## src/rtl/adc_rd_pkg.sv

```systemverilog
package adc_rd_pkg;
  typedef enum logic [2:0] {
    ST_IDLE    = 3'd0,
    ST_CONV    = 3'd1,
    ST_WAIT_LO = 3'd2,
    ST_WAIT_HI = 3'd3,
    ST_BURST   = 3'd4
  } rd_state_t;
endpackage

```

## src/rtl/adc_rd_clkgen.sv

```systemverilog
// Burst generator: numbered pulses first_p..last_p, each phase HALF_DIV cycles.
// Event strobes are high in the cycle before the edge at which dclk changes.
module adc_rd_clkgen #(
  parameter int HALF_DIV = 5,
  parameter int PW       = 5
) (
  input  logic          clk,
  input  logic          rst,
  input  logic          go,
  input  logic [PW-1:0] first_p,
  input  logic [PW-1:0] last_p,
  output logic          sclk_o,
  output logic          rise_ev_o,
  output logic          fall_ev_o,
  output logic [PW-1:0] evt_num_o,
  output logic          done_o
);
  localparam int HW = $clog2(HALF_DIV + 1);
  localparam logic [HW-1:0] HC_END = HW'(HALF_DIV - 1);

  logic          active_q, sclk_q;
  logic [HW-1:0] hc_q;
  logic [PW-1:0] pnum_q, last_q;
  logic          half_end, end_ev;

  assign half_end  = active_q && (hc_q == HC_END);
  assign rise_ev_o = go || (half_end && !sclk_q && (pnum_q != last_q));
  assign fall_ev_o = half_end && sclk_q;
  assign end_ev    = half_end && !sclk_q && (pnum_q == last_q);
  assign evt_num_o = go ? first_p : (sclk_q ? pnum_q : pnum_q + PW'(1));
  assign sclk_o    = sclk_q;

  always_ff @(posedge clk) begin
    if (rst) begin
      active_q <= 1'b0;
      sclk_q   <= 1'b0;
      hc_q     <= '0;
      pnum_q   <= '0;
      last_q   <= '0;
      done_o   <= 1'b0;
    end else begin
      done_o <= end_ev;
      if (go) begin
        active_q <= 1'b1;
        sclk_q   <= 1'b1;
        hc_q     <= '0;
        pnum_q   <= first_p;
        last_q   <= last_p;
      end else if (active_q) begin
        if (hc_q == HC_END) begin
          hc_q <= '0;
          if (sclk_q) begin
            sclk_q <= 1'b0;
          end else if (pnum_q == last_q) begin
            active_q <= 1'b0;
          end else begin
            sclk_q <= 1'b1;
            pnum_q <= pnum_q + PW'(1);
          end
        end else begin
          hc_q <= hc_q + HW'(1);
        end
      end
    end
  end

  // a new burst is never requested on top of a running one
  p_no_overlap_r9: assert property (@(posedge clk) disable iff (rst)
    go |-> !active_q);
  // clock is low whenever no burst runs
  p_idle_low_r4: assert property (@(posedge clk) disable iff (rst)
    !active_q |-> !sclk_q);
endmodule

```

## src/rtl/adc_rd_capture.sv

```systemverilog
// Shift register for the serial word plus framing-bit check.
module adc_rd_capture #(
  parameter int W = 16
) (
  input  logic         clk,
  input  logic         rst,
  input  logic         clr,
  input  logic         samp_bit,
  input  logic         samp_sync,
  input  logic         sdata,
  output logic [W-1:0] word_o,
  output logic         sync_err_o
);
  always_ff @(posedge clk) begin
    if (rst || clr) begin
      word_o     <= '0;
      sync_err_o <= 1'b0;
    end else begin
      if (samp_bit)
        word_o <= {word_o[W-2:0], sdata};
      if (samp_sync && !sdata)
        sync_err_o <= 1'b1;
    end
  end

  // a sample point is either a data bit or the framing bit, never both
  p_one_use_r6: assert property (@(posedge clk) disable iff (rst)
    !(samp_bit && samp_sync));
endmodule

```

## src/rtl/adc_rd_seq.sv

```systemverilog
module adc_rd_seq #(
  parameter int DATA_W   = 16,
  parameter int HALF_DIV = 5,
  parameter int RC_LOW   = 2
) (
  input  logic              clk,
  input  logic              rst,
  input  logic              start,
  input  logic              read_after,
  input  logic              sync_lead,
  input  logic              cap_rising,
  input  logic              busy,
  input  logic              sdata,
  output logic              rd_conv,
  output logic              cs_n,
  output logic              dclk,
  output logic [DATA_W-1:0] result,
  output logic              result_vld,
  output logic              sync_err
);
  import adc_rd_pkg::*;

  localparam int PW = $clog2(DATA_W + 4);
  localparam int CW = $clog2(RC_LOW + 1);

  rd_state_t     st;
  logic [CW-1:0] cnt_q;
  logic          after_q, sync_q, rise_q;
  logic          go, rise_ev, fall_ev, edge_ev, done, samp_bit, samp_sync, accept;
  logic [PW-1:0] off, first_p, last_p, evt_num;
  logic [DATA_W-1:0] word;

  assign accept    = (st == ST_IDLE) && start;
  assign off       = PW'(sync_q) + PW'(rise_q);
  assign first_p   = sync_q ? PW'(0) : PW'(1);
  assign last_p    = PW'(DATA_W) + off;
  assign go        = ((st == ST_WAIT_LO) && !busy && !after_q) ||
                     ((st == ST_WAIT_HI) && busy);
  assign edge_ev   = rise_q ? rise_ev : fall_ev;
  assign samp_bit  = edge_ev && (evt_num > off) && (evt_num <= PW'(DATA_W) + off);
  assign samp_sync = edge_ev && sync_q && (evt_num == off);

  adc_rd_clkgen #(.HALF_DIV(HALF_DIV), .PW(PW)) u_clkgen (
    .clk(clk), .rst(rst), .go(go), .first_p(first_p), .last_p(last_p),
    .sclk_o(dclk), .rise_ev_o(rise_ev), .fall_ev_o(fall_ev),
    .evt_num_o(evt_num), .done_o(done)
  );

  adc_rd_capture #(.W(DATA_W)) u_capture (
    .clk(clk), .rst(rst), .clr(accept), .samp_bit(samp_bit),
    .samp_sync(samp_sync), .sdata(sdata), .word_o(word), .sync_err_o(sync_err)
  );

  always_ff @(posedge clk) begin
    if (rst) begin
      st         <= ST_IDLE;
      cnt_q      <= '0;
      after_q    <= 1'b0;
      sync_q     <= 1'b0;
      rise_q     <= 1'b0;
      rd_conv    <= 1'b1;
      cs_n       <= 1'b1;
      result     <= '0;
      result_vld <= 1'b0;
    end else begin
      result_vld <= 1'b0;
      if (rise_ev)
        cs_n <= (evt_num == PW'(0));
      case (st)
        ST_IDLE: if (start) begin
          st      <= ST_CONV;
          cnt_q   <= '0;
          after_q <= read_after;
          sync_q  <= sync_lead && read_after;
          rise_q  <= cap_rising;
          rd_conv <= 1'b0;
          cs_n    <= 1'b0;
        end
        ST_CONV: begin
          cnt_q <= cnt_q + CW'(1);
          if (cnt_q == CW'(RC_LOW - 1)) begin
            rd_conv <= 1'b1;
            st      <= ST_WAIT_LO;
          end
        end
        ST_WAIT_LO: if (!busy) st <= after_q ? ST_WAIT_HI : ST_BURST;
        ST_WAIT_HI: if (busy) st <= ST_BURST;
        ST_BURST: if (done) begin
          result     <= word;
          result_vld <= 1'b1;
          cs_n       <= 1'b1;
          st         <= ST_IDLE;
        end
        default: st <= ST_IDLE;
      endcase
    end
  end

  // read/convert stays high while the data clock is high
  p_rc_high_r7: assert property (@(posedge clk) disable iff (rst)
    dclk |-> rd_conv);
  // chip select high during a pulse only for the arming pulse
  p_cs_arm_r7: assert property (@(posedge clk) disable iff (rst)
    (dclk && cs_n) |-> sync_q);
  // valid strobe lasts one cycle
  p_vld_pulse_r9: assert property (@(posedge clk) disable iff (rst)
    result_vld |=> !result_vld);
  // framing option never active in overlapped mode
  p_sync_mode_r10: assert property (@(posedge clk) disable iff (rst)
    (st != ST_IDLE && !after_q) |-> !sync_q);
endmodule

```

## config.mk

```make
export PLATFORM = sky130hd
export DESIGN_NAME = adc_rd_seq
export DESIGN_NICKNAME = d
export VERILOG_FILES = /design/src/rtl/adc_rd_pkg.sv /design/src/rtl/adc_rd_clkgen.sv /design/src/rtl/adc_rd_capture.sv /design/src/rtl/adc_rd_seq.sv
export SDC_FILE = /design/constraint.sdc
export NUM_CORES = 1
export LEC_CHECK = 0
export ABC_AREA = 0
export BUFFER_PORTS_ARGS = -buffer_cell sky130_fd_sc_hd__clkbuf_2
export CORE_ASPECT_RATIO = 0.7
export CORE_UTILIZATION = 34
export DETAILED_ROUTE_END_ITERATION = 10
export GPL_ROUTABILITY_DRIVEN = 0
export GPL_TIMING_DRIVEN = 0
export HOLD_SLACK_MARGIN = 0.03
export PLACE_DENSITY = 0.62
export SYNTH_ARGS = -nofsm -noshare
export SYNTH_HDL_FRONTEND = slang
export SYNTH_SLANG_ARGS = --single-unit
```

## constraint.sdc

```tcl
create_clock -name clk -period 3.1 [get_ports clk]
set_input_delay 0.31 -clock clk [delete_from_list [all_inputs] [get_ports clk]]
set_output_delay 0.31 -clock clk [all_outputs]
set_load 0.02 [all_outputs]
```

* Word-level counts from Yosys, hierarchy flattened
Cells that the tools add are included.
Storage, ports and cells: memories kept 0, input bits 8, flip-flop bits (word level) 60, logic and storage cells 113, memory bits (writable) 0, bits in latches 0, memory bits (read-only) 0, output and inout bits 21
Operators by class: bitwise operators 1, eq/ne operators 16, multiplexer cells 36, reduce and logical (&&, ||, !) cells 36, div/mod/pow operators 0, $lt $le $gt $ge 2, multipliers 0, add/sub/neg operators 5, shift operators 0
Operator list (number):
- 2-to-1 mux 5 bit | 7
- 2-to-1 mux 3 bit | 7
- 2-to-1 mux 1 bit | 17
- logical AND 1 bit | 15
- one-hot mux 3 bit (5 select lines) | 1
- != test 2 bit (second input constant) | 4
- AND reduction 2 bit | 4
- == test 3 x 2 -> 1 bit (second input constant) | 2
- == test 3 bit (second input constant) | 2
- != test 2 x 1 -> 1 bit (second input constant) | 3
- nonzero test 2 bit | 3
- adder 5 x 1 -> 5 bit (second input constant) | 1
- adder 5 x 2 -> 5 bit (first input constant) | 1
- == test 5 x 2 -> 1 bit | 1
- == test 5 bit | 1
- > comparator 5 x 2 -> 1 bit | 1
- less-or-equal comparator 5 bit | 1
- logical NOT 5 bit | 1
- != test 5 bit | 1
- AND reduction 5 bit | 1
- logical NOT 1 bit | 4
- one-hot mux 1 bit (2 select lines) | 2
- one-hot mux 2 bit (2 select lines) | 1
- AND reduction 4 bit | 1
- other kinds (11) | 14

* Depth between registers and ports, before layout
Gate-level depths: netlist of run 1.
depth after elaboration 9, gate-level depth with buffers 12

* Cells and area by module
A second synthesis of run 1 with hierarchy kept.
Unflattened totals: cell total of the unflattened synthesis 332, area total of the unflattened synthesis 2871.5 um^2
Modules (own cells, without submodules):
- adc_rd_seq | seq. area each 540.5 um^2, cells each 151, area each 1227.4 um^2, instances 1
- adc_rd_clkgen | seq. area each 320.3 um^2, cells each 124, area each 1017.2 um^2, instances 1
- adc_rd_capture | seq. area each 340.3 um^2, cells each 57, area each 626.9 um^2, instances 1

* Worst setup path after synthesis of run 1
OpenSTA, ideal clock, no wires.
path type reg-to-reg, start register after_q, end register u_capture.word_o[6], arrival time 2469 ps, cell stages (with the launch flop) 12, path slack 512 ps, buffers on the path 2, cell sequence dfxtp_1 or3_4 a21oi_4 buf_2 nor2_1 ha_1 nor2b_1 o21ai_0 a311o_1 nand3_4 buf_8 mux2i_1
Between the ends: cells in the longest elaborated chain, start to end 7, elaborated cells between the ends (all ways) 10, classes of those cells order compare: 2; mux: 2; reduce/logical: 6
Ends and longest elaborated chain:
- start: declaration | line adc_rd_seq.sv:28 | logic after_q, sync_q, rise_q;
- start signal: assignment | line adc_rd_seq.sv:73 | after_q <= read_after;
- logical NOT 1 bit * | line adc_rd_seq.sv:37 | assign go = ((st == ST_WAIT_LO) && !busy && !after_q) ||
- logical AND 1 bit * | line adc_rd_seq.sv:37
- logical OR 1 bit * | line adc_rd_seq.sv:37
- 2-to-1 mux 5 bit or logical OR 1 bit (tied branches) | line adc_rd_clkgen.sv:30, adc_rd_clkgen.sv:27
- > comparator 5 x 2 -> 1 bit or 2-to-1 mux 1 bit (tied branches) | line adc_rd_seq.sv:40, adc_rd_seq.sv:39
- logical AND 1 bit | line adc_rd_seq.sv:40 | assign samp_bit = edge_ev && (evt_num > off) && (evt_num <= PW'(DATA_W) + off);
- logical AND 1 bit * | line adc_rd_seq.sv:40
- end signal: assignment | line adc_rd_capture.sv:20 | word_o <= {word_o[W-2:0], sdata};
- end: declaration | line adc_rd_capture.sv:11 | output logic [W-1:0] word_o,
Every way passes the cells marked *; elsewhere a longest branch is shown, timed or not. A chain may end at the register's enable or synchronous reset.

* Worst setup path after layout of run 1
start register after_q, end register u_capture.word_o[10]
Same word-level chain as after synthesis.

==> results.sh, run 1 <==
export IMPL_vias=2101
export IMPL_peakVddDrop_uv=304
export IMPL_wirelength_um=5390
export IMPL_drt_iter0_markers=110
export IMPL_worstSetupEndpointType="flop"
export IMPL_crit_fanout=10
export IMPL_via_per_inst=4.76
export IMPL_wl_met3_um=183
export IMPL_ant_nets=0
export IMPL_synth_cell_types=47
export IMPL_worstSetupStartpointType="flop"
export IMPL_worstPathArrival_ns=3.08
export IMPL_worstMarginPinSlew_ns=0.580
export IMPL_tns_ns=0
export IMPL_core_um2=7350
export IMPL_timing_final_ws_setup_ns=0.244
export IMPL_cts_tree="done"
export IMPL_post_route_util_pct=41.9
export IMPL_top_layer="met4"
export IMPL_hold_viol=0
export IMPL_slew_headroom_pct=61.3
export IMPL_hpwl_um=3940
export IMPL_r2r_setup_slack_ns=0.24
export IMPL_synth_largest_area_cell="dfxtp_1"
export IMPL_place_ws_ns=0.0507
export IMPL_post_cts_setup_buffers=0
export IMPL_yosysTopAreaCellShare_pct=44.6
export IMPL_wire_per_inst_um=12.2
export IMPL_n_fill_cell=759
export IMPL_grt_total_usage_pct=14.8
export IMPL_antenna_found_initial=0
export IMPL_netlist_area_um2=2600
export IMPL_ctsRootBufferMaster="clkbuf_8"
export IMPL_drive_above_1_share_pct=19.5
export IMPL_grt_overflow_total=0
export IMPL_status="finished clean"
export IMPL_diodes=0
export IMPL_path_class="flop to flop"
export IMPL_synth_edf_count=0
export IMPL_slew_viol_final=0
export IMPL_die_x_um=107
export IMPL_rsz0062_at_grt="no"
export IMPL_min_period_over_period_pct=92.1
export IMPL_synth_top_flop_cell="dfxtp_1"
export IMPL_drc_errors=0
export IMPL_ys_seq_area_share_pct=44.6
export IMPL_cts_buffers=9
export IMPL_grt_max_degree=12
export IMPL_synth_seq_cells=58
export IMPL_power_density_nw_per_um2=526
export IMPL_avgSynthCellArea_um2=8.68
export IMPL_grt_pass1_wl_um=8890
export IMPL_num_io_pins=29
export IMPL_wl_met1_um=2890
export IMPL_clk_latency_ns=0.35
export IMPL_async_reset_ff_share_pct=0
export IMPL_grt_pass1_vias=1894
export IMPL_syn_to_final_growth_pct=18.3
export IMPL_synthTopCellsByCount="67 x nand2_1, 58 x dfxtp_1, 31 x nor2_1"
export IMPL_cts_sinks=58
export IMPL_skew_ns=0.00849
export IMPL_synth_most_common_cell="nand2_1"
export IMPL_max_freq_ghz=0.350
export IMPL_row_count=26
export IMPL_final_area_um2=3080
export IMPL_io_buffers=27
export IMPL_nets=353
export IMPL_required_ns=3.33
export IMPL_syn_nets=315
export IMPL_p_leak_nw=1.23
export IMPL_min_period_ns=2.86
export IMPL_worstHoldPathType="primary input to flop"
export IMPL_routed_wl_met2_um=2240
export IMPL_placed_cells=425
export IMPL_cts_path_max_buffers=2
export IMPL_htreeDepth=3
export IMPL_setup_violations=0
export IMPL_stdcell_count=441
export IMPL_dieArea_um2=8020
export IMPL_start_util_pct=35.4
export IMPL_synthCells=300
export IMPL_yosys_top_cells_area="dfxtp_1 45%, nand2_1 9.7%, mux2i_1 8.5%, a21oi_1 5.4%, nor2_1 4.5%"
export IMPL_die_y_um=75.2
export IMPL_placed_area_um2=2860
export IMPL_cts_clk_slew_worst_paths_ns=0.07
export IMPL_firstDrtPassIters=4
export IMPL_drv_cap=0
export IMPL_ys_warn_count=0
final cells by class:
class	instances	area, um^2	area share (%)
Timing Repair Buffer	27	135	4.39
Multi-Input combinational cell	218	1320	42.9
Tap cell	98	123	3.98
Buffer	19	105	3.41
Sequential cell	58	1160	37.7
Clock inverter	7	93.8	3.05
Inverter	5	18.8	0.609
Clock buffer	9	124	4.02
routing by layer:
metal  vias up  GRT usage, %
met5         -             0
met4         0          7.31
met3         8          4.68
met2        32          21.4
met1       960          20.1
li1       1101             -
where the power goes:
group	switching, W	internal [W]	total (W)
clock	0.000317	0.000450	0.000767
sequential	0.00000767	0.000755	0.000763
combinational	0.0000590	0.0000324	0.0000915
repair_timing:
item | CTS | global route
resized for setup | 0 | 3
hold buffers | 0 | 0
hold endpoints to repair | 0 | 0
endpoints found under the setup margin | 0 | 12
placed cells by master, fill, tap and decap left out, types with 3 or more instances in the layout:
cell type  instances
xor2_1             3
nand2_1           67
o21ai_0            7
clkbuf_8           9
clkbuf_2          28
clkbuf_1           9
mux2i_1           22
buf_2              5
a21oi_1           28
ha_1               7
xnor2_1            5
dfxtp_1           58
nand3_1            7
or3_1              3
inv_1              5
nor2_1            31
sequential cells by signal (all words and copies together), names as in the netlist, 2 cells and up:
signal            cells
u_capture.word_o     16
cnt_q                 2
u_clkgen.pnum_q       5
u_clkgen.hc_q         3
u_clkgen.last_q       3
st                    3
result               16
worst max-delay path, cell delays in order (launching register included):
cell	delay (ns)
dfxtp_1	0.34
or3_4	0.40
a21oi_4	0.25
buf_2	0.28
nor2_1	0.08
ha_1	0.28
nor2b_1	0.13
o21ai_1	0.23
a311o_1	0.26
nand3_4	0.17
buf_8	0.20
mux2i_1	0.13
stage by stage:
stage | hold slack (ns) | power (W)
2_1_floorplan | 0.432 | 0.000844
3_3_place_gp | 0.442 | 0.000868
3_5_place_dp | 0.447 | 0.000870
4_1_cts | 0.185 | 0.00164
5_1_grt | 0.209 | 0.00169
6_report | 0.202 | 0.00162
path summary, 6_finish.rpt:
| check | endpoint | depth (start not counted) | startpoint |
|---|---|---|---|
| min | rise_q | 3 | cap_rising |
| min reg2reg | result[11] | 2 | result[11] |
| max reg2reg | u_capture.word_o[10] | 11 | after_q |
| max | u_capture.word_o[10] | 11 | after_q |
kinds of logic after synthesis:
logic type / Yosys count / synth area share (%)
AOI/OAI and AO/OA: 49 / 11.9
xor gates and xnor gates: 8 / 2.69
adders and majority gates: 7 / 3.36
buffers and inverters: 24 / 4.71
DFF: 58 / 44.6
muxes: 22 / 8.46
and+or+nand+nor: 132 / 24.3
Power figures use the tool's default switching activity.
==> run 2, diff against run 1 <==
--- a/config.mk
+++ b/config.mk
@@ -5,8 +5,9 @@
 export SDC_FILE = /design/constraint.sdc
 export NUM_CORES = 1
 export LEC_CHECK = 0
-export ABC_AREA = 0
+export ABC_AREA = 1
 export BUFFER_PORTS_ARGS = -buffer_cell sky130_fd_sc_hd__clkbuf_2
+export CAP_MARGIN = 30
 export CORE_ASPECT_RATIO = 0.7
 export CORE_UTILIZATION = 34
 export DETAILED_ROUTE_END_ITERATION = 10
@@ -17,3 +18,4 @@
 export SYNTH_ARGS = -nofsm -noshare
 export SYNTH_HDL_FRONTEND = slang
 export SYNTH_SLANG_ARGS = --single-unit
+export TNS_END_PERCENT = 100
==> results.sh, run 2 <==
export IMPL_cts_tree="done"
export IMPL_clk_latency_ns=0.33
export IMPL_placed_cells=531
export IMPL_firstDrtPassIters=4
export IMPL_max_freq_ghz=0.416
export IMPL_synth_top_flop_cell="dfxtp_1"
export IMPL_start_util_pct=35.3
export IMPL_timing_final_ws_setup_ns=0.694
export IMPL_power_w=0.00243
export IMPL_die_y_um=77.9
export IMPL_status="finished clean"
export IMPL_grt_overflow_total=0
export IMPL_cts_sinks=58
export IMPL_wirelength_um=6560
export IMPL_hold_viol=0
export IMPL_post_route_util_pct=42.3
export IMPL_slew_viol_final=0
export IMPL_synth_seq_cells=58
export IMPL_path_class="flop to flop"
export IMPL_cts_clk_slew_worst_paths_ns=0.05
export IMPL_ant_nets=0
export IMPL_netlist_area_um2=2800
export IMPL_diodes=0
export IMPL_ys_seq_area_share_pct=41.4
export IMPL_tns_ns=0
export IMPL_nets=456
export IMPL_drv_cap=0
export IMPL_ys_warn_count=0
export IMPL_core_um2=7940
export IMPL_slew_headroom_pct=61.8
export IMPL_htreeDepth=3
export IMPL_synth_largest_area_cell="dfxtp_1"
export IMPL_regArea_um2=1160
export IMPL_worstSetupStartpointType="flop"
export IMPL_yosysTopAreaCellShare_pct=41.4
export IMPL_syn_to_final_growth_pct=19.9
export IMPL_vias=2676
export IMPL_worstHoldPathType="primary input to flop"
export IMPL_synth_edf_count=0
export IMPL_postCtsResizedCells=0
export IMPL_yosys_top_cells_area="dfxtp_1 41%, nand2_1 9.8%, nand3_1 9.6%, nor2_1 7.5%, inv_1 7.4%"
export IMPL_postCtsHoldBufs=0
export IMPL_rsz0062_at_grt="no"
export IMPL_synthTopCellsByCount="73 x nand2_1, 58 x dfxtp_1, 56 x nor2_1"
export IMPL_setup_violations=0
export IMPL_cp_num_buf_inv=2
export IMPL_avgSynthCellArea_um2=6.95
export IMPL_place_ws_ns=0.742
export IMPL_crit_family="simple AND/OR/NAND/NOR gates"
export IMPL_worstPathArrival_ns=2.62
export IMPL_worstPathCellList="nor2_2 -> nand4_1 -> nand2_1 -> nor2_1 -> ha_1 -> inv_1 -> nor2_1 -> nor2_1 -> nand2_1 -> nand2_1 -> nor2_4 -> buf_4 -> nand3_1 -> nand2_1 -> nor2_1"
export IMPL_die_x_um=110
export IMPL_worstMarginPinSlew_ns=0.573
export IMPL_max_stage_delay_ns=0.36
export IMPL_min_period_ns=2.41
export IMPL_grt_total_usage_pct=16.4
export IMPL_ctsRootBufferMaster="clkbuf_16"
export IMPL_power_density_nw_per_um2=725
export IMPL_final_cell_mix="73 x nand2_1, 58 x dfxtp_1, 56 x nor2_1, 55 x inv_1, 54 x nand3_1"
export IMPL_synthCells=403
export IMPL_crit_fanout=10
export IMPL_post_cts_setup_buffers=0
export IMPL_stdcell_count=546
export IMPL_syn_nets=418
export IMPL_antenna_found_initial=0
export IMPL_final_common_cell="nand2_1"
export IMPL_num_io_pins=29
export IMPL_drc_errors=0
export IMPL_cts_path_max_buffers=2
export IMPL_peakVddDrop_uv=276
export IMPL_cts_buffers=9
export IMPL_async_reset_ff_share_pct=0
export IMPL_via_per_inst=4.90
export IMPL_wire_per_inst_um=12.0
export IMPL_hpwl_um=4780
export IMPL_synth_most_common_cell="nand2_1"
export IMPL_required_ns=3.32
export IMPL_grt_pass1_vias=2360
export IMPL_worstSetupEndpointType="flop"
export IMPL_dieArea_um2=8610
export IMPL_min_period_over_period_pct=77.6
export IMPL_top_regs="result: 16 flops, u_capture.word_o: 16 flops, u_clkgen.pnum_q: 5 flops"
export IMPL_synth_cell_types=34
export IMPL_grt_max_degree=11
export IMPL_io_buffers=27
export IMPL_skew_ns=0.00568
export IMPL_multi_input_area_um2=1340
export IMPL_p_leak_nw=1.42
export IMPL_grt_pass1_wl_um=11100
export IMPL_drt_iter0_markers=111
export IMPL_critPathSlowestCell="dfxtp_1"
export IMPL_r2r_setup_slack_ns=0.69
export IMPL_row_count=27
export IMPL_n_fill_cell=813
export IMPL_drive_above_1_share_pct=14.4
-- run 2: cell count changes after synthesis, moves of 4 or more --
cell	previous run	this run
nand4_1	2	7
nand2_1	67	73
nor2_1	31	56
mux2i_1	22	0
nor2_2	0	4
nand3_1	7	54
o21ai_0	8	12
inv_1	5	55
xnor2_1	5	1
-- run 2: where the power goes --
group / total, W / leakage, nW / switching, W / internal (W)
Sequential: 0.000859 / 0.471 / 0.0000471 / 0.000811
Combinational: 0.000598 / 0.820 / 0.000399 / 0.000199
Clock: 0.000977 / 0.134 / 0.000339 / 0.000638
-- run 2: path summary, 6_finish.rpt --
path	from	depth (start not counted)	end
setup / recovery	st[0]	15	u_capture.word_o[6]
hold / removal	sync_lead	3	sync_q
setup reg to reg	st[0]	15	u_capture.word_o[6]
hold reg to reg	cnt_q[1]	2	cnt_q[1]
-- run 2: metal layers --
layer	share of wire (%)	up-vias	global-route usage, %
met2	42	59	24.0
met4	1.4	0	6.00
li1	-	1375	-
met3	5.9	11	5.16
met5	0	-	0
met1	50	1231	22.4
-- run 2: final cells by class --
cell class	count	share of cell area (%)
flip-flops and latches	58	34.6
multi-input cells	271	39.9
well taps	101	3.76
plain buffers	17	2.57
repair buffers	27	4.02
clock inverters	4	1.56
clock buffers	11	7.23
inverters	57	6.37
-- run 2: kinds of logic after synthesis --
group	synth area share, %
AO/OA/AOI/OAI	10.3
flip-flops	41.4
adder cells (fa/ha/maj)	3.13
buffers and inverters	10.7
XOR/XNOR	0.313
AND/OR/NAND/NOR	34.1
-- run 2: worst reg2reg max path, delay by kind of cell, from the launching register on --
family	cells	cell delay (ns)
DFF	1	0.36
buffers and inverters	2	0.24
adders and majority gates	1	0.29
and+or+nand+nor	12	1.40
-- run 2: stage by stage --
step	hold slack, ns	area [um^2]
after global routing	0.237	3360
after global placement	0.447	3060
after CTS	0.238	3360
after floorplan	0.433	2800
final	0.241	3360
after detailed placement	0.456	3060
==> run 3, diff against run 2 <==
--- a/config.mk
+++ b/config.mk
@@ -5,7 +5,7 @@
 export SDC_FILE = /design/constraint.sdc
 export NUM_CORES = 1
 export LEC_CHECK = 0
-export ABC_AREA = 1
+export ABC_AREA = 0
 export BUFFER_PORTS_ARGS = -buffer_cell sky130_fd_sc_hd__clkbuf_2
 export CAP_MARGIN = 30
 export CORE_ASPECT_RATIO = 0.7
==> constraint.sdc (replaced) <==
create_clock -name clk -period 2.5 [get_ports clk]
set_input_delay 0.25 -clock clk [delete_from_list [all_inputs] [get_ports clk]]
set_output_delay 0.25 -clock clk [all_outputs]
set_load 0.02 [all_outputs]
==> results.sh, run 3 (synthesis results as in run 1) <==
export IMPL_status="finished clean"
export IMPL_ctsRootBufferMaster="clkbuf_8"
export IMPL_postCtsHoldBufs=0
export IMPL_r2r_start="st[0]"
export IMPL_min_period_ns=2.45
export IMPL_crit_fanout=5
export IMPL_r2r_end="u_capture.word_o[7]"
export IMPL_worstPathArrival_ns=2.72
export IMPL_worstMarginPinSlew_ns=0.546
export IMPL_use_met3_pct=5.19
export IMPL_cp_depth=11
export IMPL_post_route_util_pct=44.2
export IMPL_grt_max_degree=11
export IMPL_wire_per_inst_um=12.0
export IMPL_grt_pass1_wl_um=8690
export IMPL_crit_family="simple AND/OR/NAND/NOR gates"
export IMPL_antenna_found_initial=0
export IMPL_r2r_setup_slack_ns=0.05
export IMPL_dieArea_um2=8020
export IMPL_slew_headroom_pct=63.4
export IMPL_drive_above_1_share_pct=25.3
export IMPL_hold_viol=0
export IMPL_drc_errors=0
export IMPL_final_area_um2=3250
export IMPL_nets=366
export IMPL_worstHoldPathType="primary input to flop"
export IMPL_firstDrtPassIters=4
export IMPL_use_met2_pct=20.1
export IMPL_grt_total_usage_pct=14.4
export IMPL_die_x_um=107
export IMPL_setup_violations=0
export IMPL_min_period_over_period_pct=98.0
export IMPL_crit_start="st[0]"
export IMPL_cts_buffers=9
export IMPL_grt_pass1_vias=1847
export IMPL_via_per_inst=4.79
export IMPL_worstSetupEndpointType="flop"
export IMPL_num_io_pins=29
export IMPL_cts_clk_slew_worst_paths_ns=0.07
export IMPL_grt_overflow_total=0
export IMPL_peakVddDrop_uv=315
export IMPL_max_freq_ghz=0.408
export IMPL_top_regs="result: 16 flops, u_capture.word_o: 16 flops, u_clkgen.pnum_q: 5 flops"
export IMPL_path_class="flop to flop"
export IMPL_final_cell_mix="65 x nand2_1, 55 x dfxtp_1, 30 x nor2_1, 28 x clkbuf_2, 28 x a21oi_1"
export IMPL_use_met1_pct=19.9
export IMPL_syn_to_final_growth_pct=24.8
export IMPL_vias=2173
export IMPL_drv_cap=0
export IMPL_drt_iter0_markers=67
export IMPL_required_ns=2.77
export IMPL_start_util_pct=35.4
export IMPL_max_stage_delay_ns=0.39
export IMPL_power_w=0.00196
export IMPL_cts_tree="done"
export IMPL_rsz0062_at_grt="yes"
export IMPL_power_density_nw_per_um2=603
export IMPL_cp_num_buf_inv=2
export IMPL_ant_nets=0
export IMPL_hpwl_um=3810
export IMPL_cts_path_max_buffers=2
export IMPL_worst_r2r_cell_count=11
export IMPL_slew_viol_final=0
export IMPL_core_um2=7350
export IMPL_io_buffers=27
export IMPL_die_y_um=75.2
export IMPL_tns_ns=0
export IMPL_diodes=0
export IMPL_n_fill_cell=732
export IMPL_p_leak_nw=1.34
export IMPL_final_common_cell="nand2_1"
export IMPL_htreeDepth=3
export IMPL_crit_path_end="u_capture.word_o[7]"
export IMPL_clk_latency_ns=0.34
export IMPL_worstPathCellList="or3_4 -> a21oi_4 -> buf_6 -> nor2_4 -> ha_4 -> nor2b_4 -> o21ai_2 -> a311o_1 -> nand3_4 -> clkbuf_16 -> mux2i_1"
export IMPL_worstSetupStartpointType="flop"
export IMPL_hold_slack_ns=0.134
export IMPL_grt_busiest_layer="met2"
export IMPL_skew_ns=0.00513
export IMPL_row_count=26
export IMPL_critPathSlowestCell="or3_4"
export IMPL_placed_area_um2=2870
export IMPL_cts_sinks=58
export IMPL_wirelength_um=5460
[run 3: changes by cell type in the layout (fill, tap and decap cells not counted), moves of 6 or more]
cell / before / now
buf_4: 3 / 12
clkbuf_16: 9 / 1
clkbuf_8: 1 / 11
inv_1: 55 / 5
mux2i_1: 0 / 22
nand2_1: 73 / 65
nand3_1: 54 / 7
nor2_1: 56 / 30
o21ai_0: 12 / 6
[run 3: metal layers]
metal / wire, um / share of wire [%] / vias to the layer above
li1: - / - / 1124
met1: 2840 / 52 / 996
met2: 2240 / 41 / 41
met3: 282 / 5.2 / 12
met4: 95 / 1.7 / 0
met5: 0 / 0 / -
[run 3: worst min-delay path by stage]
| stage | from | end | slack (ns) | cells past startpoint |
|---|---|---|---|---|
| after floorplan | read_after | after_q | 0.39 | 2 |
| after global placement | u_capture.word_o[3] | result[3] | 0.44 | 2 |
| after detailed placement | u_capture.word_o[2] | result[2] | 0.45 | 2 |
| after CTS | cap_rising | rise_q | 0.12 | 3 |
| after global routing | cap_rising | rise_q | 0.13 | 3 |
| final | cap_rising | rise_q | 0.13 | 3 |
[run 3: area by class of cell]
type                    instances  area [um^2]  share of cell area [%]
repair buffers                 40          258                    7.93
plain buffers                  19          116                    3.58
multi-input cells             218         1370                    42.0
flip-flops and latches         58         1160                    35.8
clock buffers                  11          151                    4.66
clock inverters                 5         52.6                    1.62
inverters                       5         18.8                   0.578
well taps                      98          123                    3.77
[run 3: worst min-delay path, cell delays in order]
cell      delay [ns]
clkbuf_2        0.08
nand2_1         0.04
a21oi_1         0.05
[run 3: through the flow]
| stage | worst slack (ns) | cells |
|---|---|---|
| floorplan | 0.0250 | 300 |
| global placement | -0.247 | 425 |
| detailed placement | -0.314 | 425 |
| CTS | 0.0229 | 449 |
| global route | -0.0339 | 454 |
| finish | 0.0504 | 454 |
[run 3: power breakdown]
| group | internal (W) | switching (W) |
|---|---|---|
| clock | 0.000509 | 0.000377 |
| combinational | 0.0000495 | 0.0000760 |
| sequential | 0.000937 | 0.00000927 |
| total | 0.00150 | 0.000463 |
[run 3: repair_timing]
action                                  in CTS  in global routing
endpoints found under the setup margin      16                 16
cloned                                       0                  1
pin swaps                                    3                  8
gates resized for setup                      1                 17
setup buffers                                8                  4
endpoints found under the hold margin        0                  0
